==> src/rtl/scp_pkg.sv <==
package scp_pkg;
  localparam int WORD_W   = 16;
  localparam int ADDR_LSB = 4;
  localparam int ADDR_W   = 2;
  localparam int DATA_LSB = 0;
  localparam int DATA_W   = 4;
  localparam int UPD_BIT  = 6;
  localparam int SYNC_STAGES = 2;

  typedef struct packed {
    logic [ADDR_W-1:0] addr;
    logic [DATA_W-1:0] data;
    logic              upd_all;
  } cfg_fields_t;
endpackage

==> src/rtl/scp_sync.sv <==
module scp_sync #(
  parameter int              W      = 1,
  parameter int              STAGES = 2,
  parameter logic [W-1:0]    RST_VAL = '0
) (
  input  logic         clk,
  input  logic         rst_n,
  input  logic [W-1:0] din,
  output logic [W-1:0] dout
);
  logic [W-1:0] stage_q [STAGES];

  generate
    for (genvar s = 0; s < STAGES; s++) begin : g_stage
      if (s == 0) begin : g_first
        always_ff @(posedge clk or negedge rst_n) begin
          if (!rst_n) stage_q[s] <= RST_VAL;
          else        stage_q[s] <= din;
        end
      end else begin : g_next
        always_ff @(posedge clk or negedge rst_n) begin
          if (!rst_n) stage_q[s] <= RST_VAL;
          else        stage_q[s] <= stage_q[s-1];
        end
      end
    end
  endgenerate

  assign dout = stage_q[STAGES-1];
endmodule

==> src/rtl/scp_shift_engine.sv <==
module scp_shift_engine #(
  parameter int WORD_W = 16
) (
  input  logic              clk,
  input  logic              rst_n,
  input  logic              cs_n_s,
  input  logic              sclk_s,
  input  logic              sdi_s,
  input  logic              mode_ok_s,
  output logic              sdo,
  output logic              frame_done,
  output logic [WORD_W-1:0] frame_word
);
  localparam int CNT_W = $clog2(WORD_W + 1);
  localparam logic [CNT_W-1:0] CNT_FULL = CNT_W'(WORD_W);

  logic              sclk_q, cs_n_q;
  logic              active_q, active_d;
  logic [CNT_W-1:0]  cnt_q, cnt_d;
  logic [WORD_W-1:0] sr_q, sr_d;
  logic              sdo_q, sdo_d;
  logic              done_q, done_d;
  logic              rise, fall, cs_fall, cs_rise, open_evt;

  assign rise     = sclk_s & ~sclk_q;
  assign fall     = ~sclk_s & sclk_q;
  assign cs_fall  = ~cs_n_s & cs_n_q;
  assign cs_rise  = cs_n_s & ~cs_n_q;
  assign open_evt = cs_fall & mode_ok_s;

  always_comb begin
    active_d = active_q;
    cnt_d    = cnt_q;
    sr_d     = sr_q;
    sdo_d    = sdo_q;
    done_d   = 1'b0;
    if (open_evt) begin
      active_d = 1'b1;
      cnt_d    = '0;
    end else if (cs_rise) begin
      active_d = 1'b0;
      done_d   = active_q && (cnt_q == CNT_FULL);
    end
    if (active_q && rise) begin
      sr_d = {sr_q[WORD_W-2:0], sdi_s};
      if (cnt_q != CNT_FULL) cnt_d = cnt_q + 1'b1;
    end
    if (active_q && fall) sdo_d = sr_q[WORD_W-1];
  end

  always_ff @(posedge clk or negedge rst_n) begin
    if (!rst_n) begin
      sclk_q   <= 1'b0;
      cs_n_q   <= 1'b1;
      active_q <= 1'b0;
      cnt_q    <= '0;
      sr_q     <= '0;
      sdo_q    <= 1'b0;
      done_q   <= 1'b0;
    end else begin
      sclk_q   <= sclk_s;
      cs_n_q   <= cs_n_s;
      active_q <= active_d;
      cnt_q    <= cnt_d;
      sr_q     <= sr_d;
      sdo_q    <= sdo_d;
      done_q   <= done_d;
    end
  end

  assign sdo        = sdo_q;
  assign frame_done = done_q;
  assign frame_word = sr_q;

  // a session only opens after a select edge seen with all strobes high
  a_r5_open_needs_mode: assert property (@(posedge clk) disable iff (!rst_n)
    $rose(active_q) |-> $past(mode_ok_s));
  // sdo moves only after an in-session falling edge
  a_r3_sdo_only_on_fall: assert property (@(posedge clk) disable iff (!rst_n)
    !(active_q && fall) |=> $stable(sdo_q));
  // capture only inside a session
  a_r2_no_shift_idle: assert property (@(posedge clk) disable iff (!rst_n)
    !active_q |=> $stable(sr_q));
  // edge counter never runs past a full word
  a_r7_cnt_bounded: assert property (@(posedge clk) disable iff (!rst_n)
    cnt_q <= CNT_FULL);
  // completion only follows an open session
  a_r6_done_after_session: assert property (@(posedge clk) disable iff (!rst_n)
    frame_done |-> ($past(active_q) && !active_q));
endmodule

==> src/rtl/scp_decode.sv <==
module scp_decode
  import scp_pkg::*;
(
  input  logic              clk,
  input  logic              rst_n,
  input  logic              frame_done,
  input  logic [WORD_W-1:0] frame_word,
  output logic              cfg_load,
  output logic [WORD_W-1:0] cfg_word,
  output cfg_fields_t       cfg_fields
);
  logic              load_q;
  logic [WORD_W-1:0] word_q, word_d;
  cfg_fields_t       fld_q, fld_d;

  always_comb begin
    word_d = word_q;
    fld_d  = fld_q;
    if (frame_done) begin
      word_d        = frame_word;
      fld_d.addr    = frame_word[ADDR_LSB +: ADDR_W];
      fld_d.data    = frame_word[DATA_LSB +: DATA_W];
      fld_d.upd_all = frame_word[UPD_BIT];
    end
  end

  always_ff @(posedge clk or negedge rst_n) begin
    if (!rst_n) begin
      load_q <= 1'b0;
      word_q <= '0;
      fld_q  <= '0;
    end else begin
      load_q <= frame_done;
      word_q <= word_d;
      fld_q  <= fld_d;
    end
  end

  assign cfg_load   = load_q;
  assign cfg_word   = word_q;
  assign cfg_fields = fld_q;

  // the load strobe lasts one cycle
  a_r6_load_single: assert property (@(posedge clk) disable iff (!rst_n)
    cfg_load |=> !cfg_load);
  // fields stay put between loads
  a_r8_fields_hold: assert property (@(posedge clk) disable iff (!rst_n)
    !frame_done |=> ($stable(fld_q) && $stable(word_q)));
endmodule

==> src/rtl/scp_serial_port.sv <==
module scp_serial_port
  import scp_pkg::*;
(
  input  logic              clk,
  input  logic              rst_n,
  input  logic              cs_n,
  input  logic              sclk,
  input  logic              sdi,
  input  logic              par_wr_n,
  input  logic              par_ce_n,
  input  logic              par_upd_n,
  output logic              sdo,
  output logic              cfg_load,
  output logic [WORD_W-1:0] cfg_word,
  output logic [ADDR_W-1:0] cfg_addr,
  output logic [DATA_W-1:0] cfg_data,
  output logic              cfg_upd_all
);
  localparam int PIN_W = 6;
  localparam logic [PIN_W-1:0] PIN_RST = 6'b111100; // upd,ce,wr,cs high; sclk,sdi low

  logic [1:0]       rst_pipe_q;
  logic             rst_n_s;
  logic [PIN_W-1:0] pins_raw, pins_s;
  logic             frame_done;
  logic [WORD_W-1:0] frame_word;
  cfg_fields_t      fields;

  always_ff @(posedge clk or negedge rst_n) begin
    if (!rst_n) rst_pipe_q <= 2'b00;
    else        rst_pipe_q <= {rst_pipe_q[0], 1'b1};
  end
  assign rst_n_s = rst_pipe_q[1];

  assign pins_raw = {par_upd_n, par_ce_n, par_wr_n, cs_n, sclk, sdi};

  scp_sync #(.W(PIN_W), .STAGES(SYNC_STAGES), .RST_VAL(PIN_RST)) u_sync (
    .clk  (clk),
    .rst_n(rst_n_s),
    .din  (pins_raw),
    .dout (pins_s)
  );

  scp_shift_engine #(.WORD_W(WORD_W)) u_engine (
    .clk       (clk),
    .rst_n     (rst_n_s),
    .cs_n_s    (pins_s[2]),
    .sclk_s    (pins_s[1]),
    .sdi_s     (pins_s[0]),
    .mode_ok_s (&pins_s[5:3]),
    .sdo       (sdo),
    .frame_done(frame_done),
    .frame_word(frame_word)
  );

  scp_decode u_decode (
    .clk       (clk),
    .rst_n     (rst_n_s),
    .frame_done(frame_done),
    .frame_word(frame_word),
    .cfg_load  (cfg_load),
    .cfg_word  (cfg_word),
    .cfg_fields(fields)
  );

  assign cfg_addr    = fields.addr;
  assign cfg_data    = fields.data;
  assign cfg_upd_all = fields.upd_all;
endmodule

==> config.mk <==
export PLATFORM = sky130hd
export DESIGN_NAME = scp_serial_port
export DESIGN_NICKNAME = d
export VERILOG_FILES = /design/src/rtl/scp_pkg.sv /design/src/rtl/scp_sync.sv /design/src/rtl/scp_shift_engine.sv /design/src/rtl/scp_decode.sv /design/src/rtl/scp_serial_port.sv
export SDC_FILE = /design/constraint.sdc
export NUM_CORES = 1
export LEC_CHECK = 0
export ABC_AREA = 1
export BUFFER_PORTS_ARGS = -buffer_cell sky130_fd_sc_hd__buf_2
export CORE_UTILIZATION = 50
export CTS_CLUSTER_DIAMETER = 60
export DETAILED_ROUTE_END_ITERATION = 16
export GPL_TIMING_DRIVEN = 0
export PLACE_DENSITY_LB_ADDON = 0.12
export REMOVE_ABC_BUFFERS = 1
export SYNTH_ARGS = -nofsm -noshare
export SYNTH_HDL_FRONTEND = slang
export SYNTH_SLANG_ARGS = --single-unit
==> constraint.sdc <==
create_clock -name clk -period 1.9 [get_ports clk]
set_clock_uncertainty 0.2 [all_clocks]
set_input_delay 0 -clock clk [delete_from_list [all_inputs] [get_ports clk]]
set_output_delay 0 -clock clk [all_outputs]
set_load 0.1 [all_outputs]
==> results_dict.tcl <==
set metrics [dict create \
    groute.usage.overall_pct 18.4 \
    worst_slew_pin_slew_ps 852 \
    rows 23 \
    drt_first_pass_iters 4 \
    io_buffers 32 \
    p_leak_nw 1.39 \
    tritoncts "built" \
    route.final.wire_length_microns 3570 \
    vias_per_cell 4.82 \
    ant_nets 0 \
    netlist.area_leader.share_pct 54.0 \
    worst-path-stages 1 \
    timing.critical_path.cells "mux2_2" \
    fin_worst_hold_slack_ps 36.4 \
    detailroute.via_count 1365 \
    worst-endpoint-arrival_ps 1650 \
    grt_overflow 0 \
    synth_common_cells "nand2_1, dfrtp_1, inv_1, nand2_2, mux2_2" \
    required_ps 1920 \
    num_antenna_cells 0 \
    setup_viol 0 \
    worst_path_dominant_cell_family "flip-flops" \
    async_reset_ff_share_pct 100 \
    clockRootBuffer "clkbuf_8" \
    post_cts_resize_count 0 \
    fp.coreArea_sq_um 4140 \
    tritoncts.num_buffers 9 \
    pin_count 33 \
    synthDistinctLibCells 23 \
    synth.yosys.seq_area_share_pct 64.6 \
    finish.net_count 238 \
    clk-insertion-delay-late_ps 330 \
    die_y_microns 68.7 \
    slew_headroom_pct 43.2 \
    via_count_of_the_first_global_routing_pass 1343 \
    criticalPathCategory "flip-flop to flip-flop" \
    floorplan.initialDensity_pct 53.7 \
    yosys.area.top_type "dfrtp_1" \
    power_density_nw_per_um2 957 \
    synth_flop_cell "dfrtp_1" \
    crit_path_max_incr_delay_ps 890 \
    post-synth-top-count-cell "nand2_1" \
    syn_avg_cell_area_sq_um 11.8 \
    slew_viol_final 0 \
    pre_cts_slack_ps 258 \
    netlist_instances 188 \
    grt_pass1_wl_microns 5930 \
    grt_max_degree 35 \
    drive_gt1_share_pct 36.5 \
    netlist_top_cells_area "dfrtp_1, dfstp_2, nand2_1, mux2_2, nand2_2" \
    synth.cell_area_sq_um 2220 \
    synth-warning-count 0 \
    crit_path_end_kind "flip-flop" \
    r2r_cells 1 \
    finalHoldViolCount 0 \
    cts_max_level 3 \
    post-route-worst-setup-slack_ps 264 \
    setup.worst_path.start_class "flip-flop" \
    dr.first_iter.drc_count 91 \
    irDropWorstVdd_mv 0.550 \
    area_growth_synth_to_finish_pct 17.7 \
    grt_setup_unrepaired "no" \
    dp_hpwl_microns 2270 \
    finalWeightedCongestion 0.831 \
    final.min_clock_period_ps 1640 \
    cts-root-to-sink-buffers 2 \
    finalSetupTns_ps 0 \
    layout.filler_cells 344 \
    p_total_mw 2.51 \
    postLayoutCoreUtil_pct 63.2 \
    cp_slowest_cell "dfrtp_1" \
    crit_fanout 19 \
    tcrit_tclk_final_pct 86.1 \
    drt_drc_violations_left 0 \
    maxClockFrequency_mhz 611 \
    synth_seq_cells 57 \
    numClockSinks 57 \
    synth_edf_count 0 \
    worstHoldPathType "flip-flop to asynchronous set/reset pin" \
    design.die.area_sq_um 4720 \
    die-width_microns 68.7 \
    timing.critical_path.buf_inv 0 \
    grt_antenna_before_repair 0 \
    run_status "complete, no violations" \
    wl_per_cell_microns 12.6 \
    drv.max_cap_violation_count 0 \
    clk_pin_slew_worst_paths_ps 70 \
]
[cells by family (layout without fill, tap and decap cells)]
| logic type | count (synthesis) | count (layout) | share of synthesized area (%) |
|---|---|---|---|
| muxes | 14 | 14 | 7.76 |
| other | 1 | 1 | 0.169 |
| DFF | 57 | 57 | 64.6 |
| and+or+nand+nor | 81 | 81 | 16.4 |
| buffers and inverters | 24 | 69 | 7.54 |
| xor gates and xnor gates | 2 | 2 | 0.788 |
| AOI/OAI and AO/OA | 7 | 7 | 1.57 |
| adders and majority gates | 2 | 2 | 1.12 |
[cell type report]
| class | instances | area, sq um | share of cell area [%] |
|---|---|---|---|
| Multi-Input combinational cell | 107 | 619 | 23.7 |
| Clock inverter | 5 | 56.3 | 2.15 |
| Sequential cell | 57 | 1440 | 54.9 |
| Timing Repair Buffer | 41 | 260 | 9.94 |
| Clock buffer | 11 | 131 | 5.02 |
| Inverter | 12 | 50.0 | 1.91 |
| Tap cell | 50 | 62.6 | 2.39 |
[layer usage]
layer | global-route usage [%] | vias up | share of wire (%) | routed length, microns
li1 | - | 664 | - | -
met1 | 20.8 | 658 | 45 | 1590
met2 | 29.8 | 38 | 49 | 1740
met3 | 9.38 | 5 | 5.6 | 201
met4 | 6.89 | 0 | 1.1 | 40
met5 | 0 | - | 0 | 0
[stage by stage]
stage / instances / cell area, sq um
finish: 283 / 2620
global route: 283 / 2620
CTS: 283 / 2620
detailed placement: 259 / 2350
global placement: 258 / 2330
floorplan: 176 / 2110
[worst paths after layout]
kind,startpoint,end,slack [ps]
max,u_engine.frame_done,u_decode.cfg_fields[5],260
min,rst_pipe_q[1],u_decode.cfg_word[8],40
max reg2reg,u_engine.frame_done,u_decode.cfg_fields[5],260
min reg2reg,rst_pipe_q[1],u_decode.cfg_word[8],40
max in group asynchronous,rst_pipe_q[1],u_engine.cs_n_q,860
min in group clk,cs_n,u_sync.stage_q[8],110
[placed cells by master, fill, tap and decap left out, types with 2 or more instances in the layout]
cell type and count:
a21oi_1 2, xor2_1 2, clkinv_2 2, dfstp_2 9
dfrtp_1 47, nand2_1 51, o21ai_0 2, ha_1 2
inv_1 11, dlygate4sd3_1 8, mux2_4 4, clkbuf_1 2
clkbuf_8 9, o21ai_1 3, nand2_2 11, nand3_1 9
buf_2 32, nor2_1 6, mux2_2 10
[timing repair]
item                                   CTS  global route
endpoints found under the hold margin    8             0
hold buffers                             8             0
buffers inserted                         0             0
[sequential cells by signal, summed over array words and instances, names as in the netlist]
signal and cells:
u_decode.cfg_word 12, u_sync.dout 6, u_engine.sdo 1, u_decode.cfg_fields 4
u_engine.cs_n_q 1, rst_pipe_q 2, u_engine.sclk_q 1, u_engine.frame_done 1
u_decode.cfg_load 1, u_engine.cnt_q 5, u_engine.frame_word 16, u_engine.active_q 1
u_sync.stage_q 6
[power breakdown]
part / switching, mW / internal, mW / leakage (nW)
clock network: 0.464 / 0.603 / 0.0933
logic: 0.0646 / 0.0523 / 0.556
registers: 0.0501 / 1.27 / 0.744
(Power assumes the default switching activity.)
